`config.mk`:
```
export PLATFORM = sky130hd
export DESIGN_NAME = prio_irq_ctrl
export DESIGN_NICKNAME = d
export VERILOG_FILES = /design/src/rtl/irq_ctrl_pkg.sv /design/src/rtl/irq_sync.sv /design/src/rtl/irq_lines.sv /design/src/rtl/irq_pick.sv /design/src/rtl/prio_irq_ctrl.sv
export SDC_FILE = /design/constraint.sdc
export NUM_CORES = 1
export LEC_CHECK = 0
export BUFFER_PORTS_ARGS = -buffer_cell sky130_fd_sc_hd__buf_2
export CELL_PAD_IN_SITES_DETAIL_PLACEMENT = 1
export CELL_PAD_IN_SITES_GLOBAL_PLACEMENT = 2
export CORE_MARGIN = 2
export CORE_UTILIZATION = 41
export DETAILED_ROUTE_END_ITERATION = 7
export HOLD_SLACK_MARGIN = 0.15
export PLACE_DENSITY = 0.92
export SYNTH_ARGS = -nofsm -noshare
export SYNTH_HDL_FRONTEND = slang
export SYNTH_SLANG_ARGS = --single-unit
```
`constraint.sdc`:
```
create_clock -name clk -period 2.75 [get_ports clk]
set_input_delay 0.1375 -clock clk [delete_from_list [all_inputs] [get_ports clk]]
set_output_delay 0.1375 -clock clk [all_outputs]
set_load 0.02 [all_outputs]
```
`src/rtl/irq_ctrl_pkg.sv`:
```
package irq_ctrl_pkg;
    typedef enum logic [1:0] {
        CFG_MASK = 2'd0,
        CFG_MODE = 2'd1,
        CFG_POL  = 2'd2,
        CFG_CLR  = 2'd3
    } cfg_sel_e;
endpackage

```
`src/rtl/irq_sync.sv`:
```
module irq_sync #(
    parameter int W      = 1,
    parameter int STAGES = 2
) (
    input  logic         clk,
    input  logic         rst_n,
    input  logic [W-1:0] async_i,
    output logic [W-1:0] sync_o
);
    typedef struct packed {
        logic [STAGES-1:0][W-1:0] stg;
    } sync_st_t;

    sync_st_t s_d, s_q;

    always_comb begin
        s_d = s_q;
        s_d.stg[0] = async_i;
        for (int k = 1; k < STAGES; k++) begin
            s_d.stg[k] = s_q.stg[k-1];
        end
    end

    always_ff @(posedge clk or negedge rst_n) begin
        if (!rst_n) s_q <= '0;
        else        s_q <= s_d;
    end

    assign sync_o = s_q.stg[STAGES-1];
endmodule

```
`src/rtl/irq_lines.sv`:
```
module irq_lines
    import irq_ctrl_pkg::*;
#(
    parameter int N                = 8,
    parameter bit MASK_SET_ENABLES = 1'b1
) (
    input  logic         clk,
    input  logic         rst_n,
    input  logic [N-1:0] sync_i,
    input  logic         cfg_we_i,
    input  logic [1:0]   cfg_sel_i,
    input  logic [N-1:0] cfg_data_i,
    input  logic [N-1:0] ack_clr_i,
    output logic [N-1:0] req_o,
    output logic [N-1:0] elig_o
);
    localparam logic [N-1:0] MASK_RST = MASK_SET_ENABLES ? '0 : '1;

    typedef struct packed {
        logic [N-1:0] mask;
        logic [N-1:0] mode;
        logic [N-1:0] pol;
        logic [N-1:0] prev;
        logic [N-1:0] pend;
    } line_st_t;

    line_st_t     s_d, s_q;
    logic [N-1:0] active, edge_hit, clr_all, enable;
    cfg_sel_e     sel;

    assign sel = cfg_sel_e'(cfg_sel_i);

    always_comb begin
        active   = sync_i ^ s_q.pol;
        edge_hit = active & ~s_q.prev;
        clr_all  = ack_clr_i | ((cfg_we_i && sel == CFG_CLR) ? cfg_data_i : '0);
        s_d      = s_q;
        s_d.prev = active;
        s_d.pend = (s_q.pend & ~clr_all) | (edge_hit & s_q.mode);
        if (cfg_we_i) begin
            case (sel)
                CFG_MASK: s_d.mask = cfg_data_i;
                CFG_MODE: s_d.mode = cfg_data_i;
                CFG_POL:  s_d.pol  = cfg_data_i;
                default:  ;
            endcase
        end
    end

    always_ff @(posedge clk or negedge rst_n) begin
        if (!rst_n) begin
            s_q      <= '0;
            s_q.mask <= MASK_RST;
        end else begin
            s_q <= s_d;
        end
    end

    generate
        if (MASK_SET_ENABLES) begin : g_mask_en
            assign enable = s_q.mask;
        end else begin : g_mask_dis
            assign enable = ~s_q.mask;
        end
    endgenerate

    assign req_o  = (s_q.mode & s_q.pend) | (~s_q.mode & active);
    assign elig_o = req_o & enable;

    generate
        for (genvar g = 0; g < N; g++) begin : g_chk

            pend_hold_chk: assert property (@(posedge clk) disable iff (!rst_n)
                s_q.pend[g] && !clr_all[g] |=> s_q.pend[g]);

            edge_wins_chk: assert property (@(posedge clk) disable iff (!rst_n)
                edge_hit[g] && s_q.mode[g] |=> s_q.pend[g]);

            clear_takes_chk: assert property (@(posedge clk) disable iff (!rst_n)
                clr_all[g] && !(edge_hit[g] && s_q.mode[g]) |=> !s_q.pend[g]);
        end
    endgenerate
endmodule

```
`src/rtl/irq_pick.sv`:
```
module irq_pick #(
    parameter int N    = 8,
    parameter int IDXW = $clog2(N)
) (
    input  logic            clk,
    input  logic            rst_n,
    input  logic [N-1:0]    elig_i,
    output logic [IDXW-1:0] idx_o,
    output logic            valid_o
);
    always_comb begin
        idx_o   = '0;
        valid_o = 1'b0;
        for (int k = N - 1; k >= 0; k--) begin
            if (elig_i[k]) begin
                idx_o   = IDXW'(k);
                valid_o = 1'b1;
            end
        end
    end


    pick_hit_chk: assert property (@(posedge clk) disable iff (!rst_n)
        valid_o |-> elig_i[idx_o]);
endmodule

```
`src/rtl/prio_irq_ctrl.sv`:
```
module prio_irq_ctrl #(
    parameter int  N_LINES          = 8,
    parameter int  SYNC_STAGES      = 2,
    parameter bit  MASK_SET_ENABLES = 1'b1,
    localparam int IDXW             = $clog2(N_LINES)
) (
    input  logic               clk,
    input  logic               rst_n,
    input  logic [N_LINES-1:0] req_raw_i,
    input  logic               nmi_raw_i,
    input  logic               cfg_we_i,
    input  logic [1:0]         cfg_sel_i,
    input  logic [N_LINES-1:0] cfg_data_i,
    input  logic               ack_i,
    input  logic               boundary_i,
    output logic               irq_o,
    output logic [IDXW-1:0]    irq_idx_o,
    output logic               nmi_o,
    output logic [N_LINES-1:0] status_o
);
    logic [N_LINES:0]   synced;
    logic [N_LINES-1:0] elig, ack_clr;
    logic               nmi_s, pick_valid;
    logic [IDXW-1:0]    pick_idx;

    irq_sync #(.W(N_LINES + 1), .STAGES(SYNC_STAGES)) u_sync (
        .clk     (clk),
        .rst_n   (rst_n),
        .async_i ({nmi_raw_i, req_raw_i}),
        .sync_o  (synced)
    );

    assign nmi_s = synced[N_LINES];

    irq_lines #(.N(N_LINES), .MASK_SET_ENABLES(MASK_SET_ENABLES)) u_lines (
        .clk        (clk),
        .rst_n      (rst_n),
        .sync_i     (synced[N_LINES-1:0]),
        .cfg_we_i   (cfg_we_i),
        .cfg_sel_i  (cfg_sel_i),
        .cfg_data_i (cfg_data_i),
        .ack_clr_i  (ack_clr),
        .req_o      (status_o),
        .elig_o     (elig)
    );

    irq_pick #(.N(N_LINES), .IDXW(IDXW)) u_pick (
        .clk     (clk),
        .rst_n   (rst_n),
        .elig_i  (elig),
        .idx_o   (pick_idx),
        .valid_o (pick_valid)
    );

    always_comb begin
        ack_clr = '0;
        if (ack_i && boundary_i && pick_valid && !nmi_s) begin
            ack_clr[pick_idx] = 1'b1;
        end
    end

    assign irq_o     = boundary_i && (nmi_s || pick_valid);
    assign nmi_o     = boundary_i && nmi_s;
    assign irq_idx_o = pick_idx;


    quiet_off_boundary_chk: assert property (@(posedge clk) disable iff (!rst_n)
        !boundary_i |-> !irq_o && !nmi_o);

    nmi_implies_irq_chk: assert property (@(posedge clk) disable iff (!rst_n)
        nmi_o |-> irq_o);

    idx_requesting_chk: assert property (@(posedge clk) disable iff (!rst_n)
        irq_o && !nmi_o |-> status_o[irq_idx_o]);
endmodule

```
==> run summary, run 1 <==
Number of sinks handled by clock tree synthesis: 58
Leading cell types by total area after synthesis: sky130_fd_sc_hd__dfrtp_1 (60%), sky130_fd_sc_hd__mux2_2 (11%), sky130_fd_sc_hd__o21a_1 (2.8%)
Worst min path class: in2reg
Port Buf Inserts: 36
Final instance count without filler cells: 321
Number of global-route vias before repair: 1729
Startpoint of the worst hold path: ack_i
RSZ-0062 raised after global routing: false
Power per Cell Area: 804 mW/mm^2
Clock Path Buffers: 2
Final hold vios: 0
Clock root buffer: sky130_fd_sc_hd__clkbuf_8
Routed wire length: 5270 microns
Final core area utilization: 52.6%
Number of cells in the design after placement: 289
Drt wl/cell: 16.4 microns
Sequential-to-total area share from yosys stat: 59.6%
CP Data Required Time: 2.61 ns
Antenna violations before repair: 0
Post-layout min period: 2.14 ns
Post-synth net total: 202
Antenna Violating Nets Remaining: 0
Area added between synthesis and finish: 25.6%
Share of synthesized registers carrying an async set or reset: 100%
Reg-to-reg endpoint: u_lines.s_q[5]$_DFF_PN0_
Buffering stage count on the worst path with inverters included: 1
Number of buffers inserted to repair setup after CTS: 0
Remaining global-route overflow: 0
Number of top-level pins: 37
Commonest register cell after synthesis: sky130_fd_sc_hd__dfrtp_1
Leakage: 1.35 nW
Synth Cell Area: 0.00244 sq mm
Cell Chain, Critical Path: xor2_1 > o211a_1 > a21oi_2 > nand3_1 > o41a_1 > buf_2
Final worst clock skew: 0.00672 ns
All-Layer GR Usage: 18.0%
Post-synthesis sequential element count: 58
Fraction of layout cells with a size suffix above 1: 34.6%
Post-layout nets: 267
Arrival time worst endpoint: 2.00 ns
Top-area cell type share of the netlist area: 59.6%
Critical Path End Type: output pin
Endpoint of the most critical setup path: irq_o
Start of the worst register-to-register path: u_lines.s_q[16]$_DFFE_PN0P_
Crit-path max FO: 5
Global placement routability congestion: 0.770
Number of antenna diodes: 0
Syn Inst Count: 178
Startpoint class of the critical path: flip-flop
Vias: 1657
Transition time at the pin with the least slew margin: 0.861 ns
Clock insertion delay at the later pin of the skew report: 0.32 ns
Die Y-Extent: 81.1 microns
Count of distinct cell types in the synthesized netlist: 37
Cell class contributing the biggest share of worst-path delay: compound AO/OA/AOI/OAI gates
Start point of the critical path: u_lines.s_q[18]$_DFFE_PN0P_
Dominant cell type by area after synthesis: sky130_fd_sc_hd__dfrtp_1
Number of CTS-inserted buffers: 9
Starting density of the core: 41.9%
First-iteration detailed-routing DRC count: 64
Layout Cell Area excl Fill: 0.00306 sq mm
Yosys warns: 0
Status: finished, final reports clean
Pre-Repair DR Iteration Count: 4
Synthesized area divided by synthesized cell count: 13.7 sq um
Max rail drop VDD: 0.000370 V
Wire length of the first global-routing pass: 8560 microns
Slew HR: 42.3%
Depth of the critical timing path with buffers and inverters included: 6
Portion of the clock cycle consumed by the worst path in the final layout: 77.8%
Setup TNS: 0 ns
Die Wd: 81.1 microns
Count of cells along the worst register-to-register path: 5
Post-DP HPWL: 3700 microns
Max capacitance violation total: 0
Maximum single-stage delay on the critical path: 0.38 ns
Placed cell area: 0.00273 sq mm
Power Total: 2.46 mW
Drt via density: 5.16
H-tree level count: 3
Number of max-slew violations in the final report: 0
Post-synth EDFFs: 0
Clock edge transition at the registers on the reported setup and hold paths: 0.06 ns
Peak Freq: 468 MHz
Most frequent cells after synthesis: sky130_fd_sc_hd__dfrtp_1 (58), sky130_fd_sc_hd__mux2_2 (24), sky130_fd_sc_hd__nand2_1 (15), sky130_fd_sc_hd__o21a_1 (9)
Total Die Area: 0.00657 sq mm
Maximum number of pins on one net before global-route repair: 31
Setup slack of the worst register-to-register path: 0.92 ns
Clock tree from TritonCTS: yes
Row Count: 28
Most used standard cell by instance count after synthesis: sky130_fd_sc_hd__dfrtp_1
Critical path start-end classification: reg2out
Post-detailed-route DRC marker count: 0
Slowest stage cell, crit path: sky130_fd_sc_hd__dfrtp_1
Number of failing setup endpoints in the final timing report: 0
Area of the core: 0.00582 sq mm
[power by group]
group | total, mW | internal, mW | switching [mW]
clock | 0.633 | 0.343 | 0.290
sequential | 1.11 | 1.01 | 0.0996
combinational | 0.720 | 0.318 | 0.401
[sequential cells by signal, summed over array words and instances (netlist names)]
register / flops
u_lines.enable: 8
u_lines.s_q: 32
u_sync.s_d: 9
u_sync.sync_o: 9
[worst min path at each step]
stage	endpoint	slack, ns	cells after the start
2_1_floorplan	u_lines.enable[0]$_DFFE_PN0P_	-0.16	0
3_3_place_gp	u_lines.enable[1]$_DFFE_PN0P_	0.21	1
3_5_place_dp	u_lines.enable[1]$_DFFE_PN0P_	0.22	1
4_1_cts	u_lines.s_q[0]$_DFF_PN0_	0.25	4
5_1_grt	u_lines.s_q[0]$_DFF_PN0_	0.29	4
6_report	u_lines.s_q[0]$_DFF_PN0_	0.25	4
[cells by family (layout without fill, tap and decap cells)]
| logic type | after synthesis | after routing | share of synthesized area [%] |
|---|---|---|---|
| and+or+nand+nor | 44 | 44 | 11.1 |
| muxes | 24 | 24 | 11.1 |
| AOI/OAI and AO/OA | 42 | 42 | 14.4 |
| DFF | 58 | 58 | 59.6 |
| xor gates and xnor gates | 8 | 8 | 3.49 |
| buffers and inverters | 2 | 70 | 0.308 |
[through the flow]
stage                     hold WS [ns]  setup WS [ns]
final                            0.254          0.611
after detailed placement         0.217          0.933
after CTS                        0.253          0.579
after global placement           0.212          0.969
after global routing             0.291          0.440
after floorplan                 -0.158           1.07
[final cells by class]
type | instances | area (sq um)
sequential | 58 | 1450
inverter | 1 | 3.75
multi-input combinational | 118 | 977
tap | 75 | 93.8
clock buffer | 14 | 153
fill | 653 | 2760
timing repair buffer | 55 | 380
[routing by layer]
layer  global-route usage [%]  part of all wire (%)
met4                     6.61                   1.3
met3                     4.00                   2.8
met1                     23.0                    45
met5                        0                     0
met2                     30.2                    51
[timing repair]
action | CTS | global route
hold buffers | 18 | 0
gates resized for setup | 0 | 0
hold endpoints to repair | 62 | 0
[placed cells by master, fill, tap and decap left out, types with 2 or more instances in the layout]
cell / n
sky130_fd_sc_hd__a211o_1: 2
sky130_fd_sc_hd__a21boi_0: 2
sky130_fd_sc_hd__a21oi_1: 5
sky130_fd_sc_hd__and3b_1: 3
sky130_fd_sc_hd__buf_2: 36
sky130_fd_sc_hd__clkbuf_1: 4
sky130_fd_sc_hd__clkbuf_8: 10
sky130_fd_sc_hd__dfrtp_1: 58
sky130_fd_sc_hd__dlygate4sd3_1: 18
sky130_fd_sc_hd__mux2_2: 24
sky130_fd_sc_hd__nand2_1: 15
sky130_fd_sc_hd__nand2b_1: 7
sky130_fd_sc_hd__nand3_1: 2
sky130_fd_sc_hd__nand3b_1: 7
sky130_fd_sc_hd__nor4_1: 2
sky130_fd_sc_hd__o211a_1: 3
sky130_fd_sc_hd__o211ai_1: 6
sky130_fd_sc_hd__o211ai_2: 5
sky130_fd_sc_hd__o21a_1: 9
sky130_fd_sc_hd__xor2_1: 6
sky130_fd_sc_hd__xor2_2: 2
[worst reg2reg max path, cell delays in order, from the launching register on]
cell                       delay [ns]
sky130_fd_sc_hd__dfrtp_1         0.39
sky130_fd_sc_hd__xor2_1          0.21
sky130_fd_sc_hd__o211ai_2        0.36
sky130_fd_sc_hd__nand3b_2        0.20
sky130_fd_sc_hd__o31a_1          0.28
sky130_fd_sc_hd__a211o_1         0.27
No activity file was read; power rests on OpenSTA's default activity.
==> run 2, diff against run 1 <==
--- a/config.mk
+++ b/config.mk
@@ -9,10 +9,10 @@
 export CELL_PAD_IN_SITES_DETAIL_PLACEMENT = 1
 export CELL_PAD_IN_SITES_GLOBAL_PLACEMENT = 2
 export CORE_MARGIN = 2
-export CORE_UTILIZATION = 41
+export CORE_UTILIZATION = 38
 export DETAILED_ROUTE_END_ITERATION = 7
 export HOLD_SLACK_MARGIN = 0.15
-export PLACE_DENSITY = 0.92
+export PLACE_DENSITY = 0.87
 export SYNTH_ARGS = -nofsm -noshare
 export SYNTH_HDL_FRONTEND = slang
 export SYNTH_SLANG_ARGS = --single-unit
==> constraint.sdc (replaced) <==
create_clock -name clk -period 2.15 [get_ports clk]
set_input_delay 0.1075 -clock clk [delete_from_list [all_inputs] [get_ports clk]]
set_output_delay 0.1075 -clock clk [all_outputs]
set_load 0.02 [all_outputs]
==> run summary, run 2 (synthesis results as in run 1) <==
Max rail drop VDD: 0.000553 V
Area added between synthesis and finish: 29.0%
Final core area utilization: 50.1%
CP Data Required Time: 2.04 ns
Post-detailed-route DRC marker count: 0
Worst slack at placement: 0.342 ns
All-Layer GR Usage: 16.9%
Cell Chain, Critical Path: xor2_2 > o211a_1 > a21oi_2 > nand3_1 > o41a_1 > buf_2
Worst min path class: in2reg
Clock Path Buffers: 2
Maximum single-stage delay on the critical path: 0.39 ns
Maximum number of pins on one net before global-route repair: 59
Final hold vios: 0
Grt met2 use: 28.6%
Critical path start-end classification: reg2out
Row Count: 29
Die Wd: 84.1 microns
Layout Cell Area excl Fill: 0.00314 sq mm
Post-DP HPWL: 3630 microns
Number of antenna diodes: 0
Number of failing setup endpoints in the final timing report: 0
GR met1 Demand/Resource: 20.0%
Area of the core: 0.00628 sq mm
Post-layout nets: 272
Most frequent standard cell in the layout excluding fill and tap cells: sky130_fd_sc_hd__dfrtp_1
Global-route layer with the greatest usage: met2
Port Buf Inserts: 36
Starting density of the core: 38.8%
Remaining global-route overflow: 0
Post-layout worst setup margin: 0.0688 ns
Number of max-slew violations in the final report: 0
Pre-Repair DR Iteration Count: 4
Buffering stage count on the worst path with inverters included: 1
Slowest stage cell, crit path: sky130_fd_sc_hd__dfrtp_1
Peak Freq: 480 MHz
Max capacitance violation total: 0
Power per Cell Area: 1050 mW/mm^2
Antenna violations before repair: 0
Number of global-route vias before repair: 1813
Filler instances: 655
Status: finished, final reports clean
Setup TNS: 0 ns
Routed wire length: 5530 microns
Max FFs per register: 32
First-iteration detailed-routing DRC count: 88
Wire length of the first global-routing pass: 9010 microns
Number of CTS-inserted buffers: 9
Clock insertion delay at the later pin of the skew report: 0.33 ns
Met3 GRT Util: 3.76%
Reg with most FFs: u_lines.s_q
Fraction of layout cells with a size suffix above 1: 37.6%
Crit-path max FO: 5
Slew HR: 51.8%
Critical Path End Type: output pin
Total Die Area: 0.00707 sq mm
Post-layout min period: 2.08 ns
Portion of the clock cycle consumed by the worst path in the final layout: 96.8%
Vias: 1682
Final worst clock skew: 0.00915 ns
Leakage: 1.38 nW
Number of top-level pins: 37
Placed cell area: 0.00272 sq mm
Transition time at the pin with the least slew margin: 0.723 ns
Clock edge transition at the registers on the reported setup and hold paths: 0.06 ns
Clock tree from TritonCTS: yes
Startpoint class of the critical path: flip-flop
Die Y-Extent: 84.1 microns
Clock root buffer: sky130_fd_sc_hd__clkbuf_8
Global placement routability congestion: 0.703
Antenna Violating Nets Remaining: 0
Drt via density: 5.14
Number of sinks handled by clock tree synthesis: 58
Drt wl/cell: 16.9 microns
H-tree level count: 3
Commonest cells after routing, fill and taps aside: sky130_fd_sc_hd__dfrtp_1 (58), sky130_fd_sc_hd__buf_2 (36), sky130_fd_sc_hd__mux2_2 (24), sky130_fd_sc_hd__dlygate4sd3_1 (18), sky130_fd_sc_hd__nand2_1 (15)
Arrival time worst endpoint: 1.97 ns
Cell class contributing the biggest share of worst-path delay: compound AO/OA/AOI/OAI gates
## run 2: cell types whose count changed in the layout (fill, tap and decap cells not counted), moves of 2 or more
| cell | previous run | this run |
|---|---|---|
| sky130_fd_sc_hd__xor2_1 | 6 | 3 |
| sky130_fd_sc_hd__clkbuf_1 | 4 | 2 |
| sky130_fd_sc_hd__buf_4 | 0 | 6 |
| sky130_fd_sc_hd__xor2_2 | 2 | 5 |
## run 2: path summary, 6_finish.rpt
check                                            from                          end  slack, ns  cells past startpoint
setup / recovery           u_sync.sync_o[2]$_DFF_PN0_                        irq_o       0.07                      6
hold / removal                                  ack_i     u_lines.s_q[0]$_DFF_PN0_       0.19                      4
setup reg to reg           u_sync.sync_o[2]$_DFF_PN0_     u_lines.s_q[3]$_DFF_PN0_       0.30                      7
hold reg to reg              u_sync.s_d[13]$_DFF_PN0_   u_sync.sync_o[4]$_DFF_PN0_       0.35                      0
max in group asynchronous                       rst_n   u_sync.sync_o[6]$_DFF_PN0_       1.20                      3
min in group asynchronous                       rst_n  u_lines.s_q[21]$_DFFE_PN0P_       0.45                      3
## run 2: power by group
part	switching, mW	total (mW)	internal (mW)
registers	0.141	1.43	1.29
clock network	0.385	0.848	0.463
logic	0.538	1.01	0.470
total	1.06	3.28	2.22
## run 2: stage by stage
stage	power [mW]	hold WS, ns	instances
5_1_grt	3.47	0.219	327
2_1_floorplan	2.04	-0.188	178
6_report	3.28	0.190	327
3_5_place_dp	2.34	0.217	292
3_3_place_gp	2.30	0.215	292
4_1_cts	3.27	0.171	324
## run 2: cell type report
cell class              instances  area, sq um  share of cell area, %
flip-flops and latches         58         1450                   46.2
multi-input cells             118         1030                   32.7
repair buffers                 60          405                   12.9
clock buffers                  13          159                   5.06
well taps                      77         96.3                   3.07
inverters                       1         3.75                  0.119
## run 2: routing by layer
layer	wire (microns)	up-vias	part of all wire [%]
li1	-	792	-
met1	2380	852	43
met2	2870	28	52
met3	162	10	2.9
met4	110	0	2.0
met5	0	-	0
## run 2: worst reg2reg max path, cell delays in order (launching register included)
cell and delay, ns:
sky130_fd_sc_hd__dfrtp_1 0.39, sky130_fd_sc_hd__xor2_2 0.21, sky130_fd_sc_hd__o211a_1 0.27, sky130_fd_sc_hd__buf_4 0.13, sky130_fd_sc_hd__o21ai_1 0.21, sky130_fd_sc_hd__a2bb2oi_4 0.11, sky130_fd_sc_hd__buf_4 0.16, sky130_fd_sc_hd__a211o_1 0.25
## run 2: repair_timing
item	4_1_cts	5_1_grt
resized for setup	1	5
hold buffers	18	0
endpoints found under the setup margin	2	3
hold endpoints to repair	96	0
pin swaps	0	4
setup buffers	1	3
==> run 3, diff against run 2 <==
==> constraint.sdc (replaced) <==
create_clock -name clk -period 2.3 [get_ports clk]
set_input_delay 0.115 -clock clk [delete_from_list [all_inputs] [get_ports clk]]
set_output_delay 0.115 -clock clk [all_outputs]
set_load 0.02 [all_outputs]
==> run summary, run 3 (synthesis results as in run 1) <==
Status: finished, final reports clean
Cell Chain, Critical Path: xor2_1 > o211a_1 > a21oi_2 > nand3_1 > o41a_1 > buf_2
Clock edge transition at the registers on the reported setup and hold paths: 0.06 ns
Post-layout min period: 2.13 ns
Row Count: 29
Max capacitance violation total: 0
Clock Path Buffers: 2
Placed cell area: 0.00274 sq mm
Worst slack at placement: 0.467 ns
Port Buf Inserts: 36
Layout Cell Area excl Fill: 0.00309 sq mm
Number of antenna diodes: 0
RSZ-0062 raised after global routing: false
Number of sinks handled by clock tree synthesis: 58
Starting density of the core: 38.8%
Global placement routability congestion: 0.735
Clock root buffer: sky130_fd_sc_hd__clkbuf_8
Most frequent standard cell in the layout excluding fill and tap cells: sky130_fd_sc_hd__dfrtp_1
Cell class contributing the biggest share of worst-path delay: compound AO/OA/AOI/OAI gates
Slowest stage cell, crit path: sky130_fd_sc_hd__dfrtp_1
Peak Freq: 470 MHz
Critical Path End Type: output pin
Area of the multi-input gates: 985 sq um
Portion of the clock cycle consumed by the worst path in the final layout: 92.5%
Final instance count without filler cells: 326
Antenna violations before repair: 0
Hold EP: u_lines.s_q[0]$_DFF_PN0_
Fraction of layout cells with a size suffix above 1: 36.1%
Pre-Repair DR Iteration Count: 4
Number of buffers inserted to repair setup after CTS: 0
Filler instances: 659
Number of top-level pins: 37
Min-Delay Path Depth: 4
Startpoint class of the critical path: flip-flop
Max rail drop VDD: 0.000398 V
Post-DP HPWL: 3780 microns
Area of the core: 0.00628 sq mm
Count of cells along the worst register-to-register path: 5
Critical path start-end classification: reg2out
Remaining global-route overflow: 0
Hold Slack: 0.192 ns
First-iteration detailed-routing DRC count: 59
Maximum number of pins on one net before global-route repair: 31
Crit-path max FO: 5
Drt via density: 5.12
Buffering stage count on the worst path with inverters included: 1
Routed wire length: 5340 microns
Slew HR: 52.2%
Max FFs per register: 32
Post-detailed-route DRC marker count: 0
All-Layer GR Usage: 16.9%
Number of CTS-inserted buffers: 9
Maximum single-stage delay on the critical path: 0.39 ns
Wire length of the first global-routing pass: 8910 microns
Antenna Violating Nets Remaining: 0
Power per Cell Area: 967 mW/mm^2
Die Wd: 84.1 microns
H-tree level count: 3
Die Y-Extent: 84.1 microns
Post-layout nets: 268
Reg-to-reg endpoint: u_lines.s_q[5]$_DFF_PN0_
Number of global-route vias before repair: 1786
Drt wl/cell: 16.4 microns
Power Total: 2.99 mW
Clock tree from TritonCTS: yes
Number of failing setup endpoints in the final timing report: 0
Final hold vios: 0
Clock insertion delay at the later pin of the skew report: 0.34 ns
Start of the worst register-to-register path: u_lines.s_q[16]$_DFFE_PN0P_
Number of cells in the design after placement: 292
Setup slack of the worst register-to-register path: 0.48 ns
CP Data Required Time: 2.18 ns
Startpoint of the worst hold path: ack_i
Area added between synthesis and finish: 26.8%
Post-layout worst setup margin: 0.173 ns
Transition time at the pin with the least slew margin: 0.717 ns
Leakage: 1.36 nW
Worst min path class: in2reg
Final worst clock skew: 0.0102 ns
Setup TNS: 0 ns
Number of max-slew violations in the final report: 0
Arrival time worst endpoint: 2.01 ns
Vias: 1669
Commonest cells after routing, fill and taps aside: sky130_fd_sc_hd__dfrtp_1 (58), sky130_fd_sc_hd__buf_2 (36), sky130_fd_sc_hd__mux2_2 (24), sky130_fd_sc_hd__dlygate4sd3_1 (18), sky130_fd_sc_hd__nand2_1 (15)
Reg with most FFs: u_lines.s_q
Final core area utilization: 49.2%
Total Die Area: 0.00707 sq mm
Storage cell area: 0.00145 sq mm
## run 3: cell count changes in the layout (fill, tap and decap cells not counted), moves of 2 or more
cell and change:
sky130_fd_sc_hd__xor2_1 +2, sky130_fd_sc_hd__clkinv_2 +3, sky130_fd_sc_hd__xor2_2 -2, sky130_fd_sc_hd__buf_4 -5
## run 3: power breakdown
group          total, mW  switching [mW]  internal [mW]
Clock              0.799           0.384          0.415
Combinational      0.858           0.476          0.382
Sequential          1.33           0.125           1.20
## run 3: worst max-delay path by stage
| stage | slack (ns) | endpoint | startpoint | cells past startpoint |
|---|---|---|---|---|
| 2_1_floorplan | 0.64 | irq_o | u_lines.s_q[19]$_DFFE_PN0P_ | 5 |
| 3_3_place_gp | 0.52 | u_lines.s_q[5]$_DFF_PN0_ | u_lines.s_q[16]$_DFFE_PN0P_ | 5 |
| 3_5_place_dp | 0.47 | u_lines.s_q[5]$_DFF_PN0_ | u_lines.s_q[16]$_DFFE_PN0P_ | 5 |
| 4_1_cts | 0.10 | irq_idx_o[0] | u_lines.s_q[16]$_DFFE_PN0P_ | 6 |
| 5_1_grt | 0.04 | irq_idx_o[0] | u_lines.s_q[22]$_DFFE_PN0P_ | 6 |
| 6_report | 0.17 | irq_o | u_lines.s_q[18]$_DFFE_PN0P_ | 6 |
## run 3: layer usage
layer	track usage, %	vias up	wire length, microns
met2	25.8	38	2600
met5	0	-	0
li1	-	786	-
met4	9.68	0	109
met1	22.1	833	2400
met3	3.76	12	226
## run 3: area by class of cell
type                       instances  share of cell area (%)
clock buffer                      13                    4.82
clock inverter                     3                   0.486
inverter                           1                   0.122
multi-input combinational        118                    31.9
sequential                        58                    47.0
tap                               77                    3.12
timing repair buffer              56                    12.6
## run 3: timing repair
action                                  in CTS  in global routing
hold endpoints to repair                    67                  0
resized for setup                            0                  1
endpoints found under the setup margin       0                  1
hold buffers                                18                  0
## run 3: worst reg2reg max path, stage by stage (launching register included)
cell and delay, ns:
sky130_fd_sc_hd__dfrtp_1 0.42, sky130_fd_sc_hd__xor2_2 0.22, sky130_fd_sc_hd__o211ai_2 0.33, sky130_fd_sc_hd__nand3b_2 0.20
sky130_fd_sc_hd__o31a_1 0.27, sky130_fd_sc_hd__a211o_1 0.26
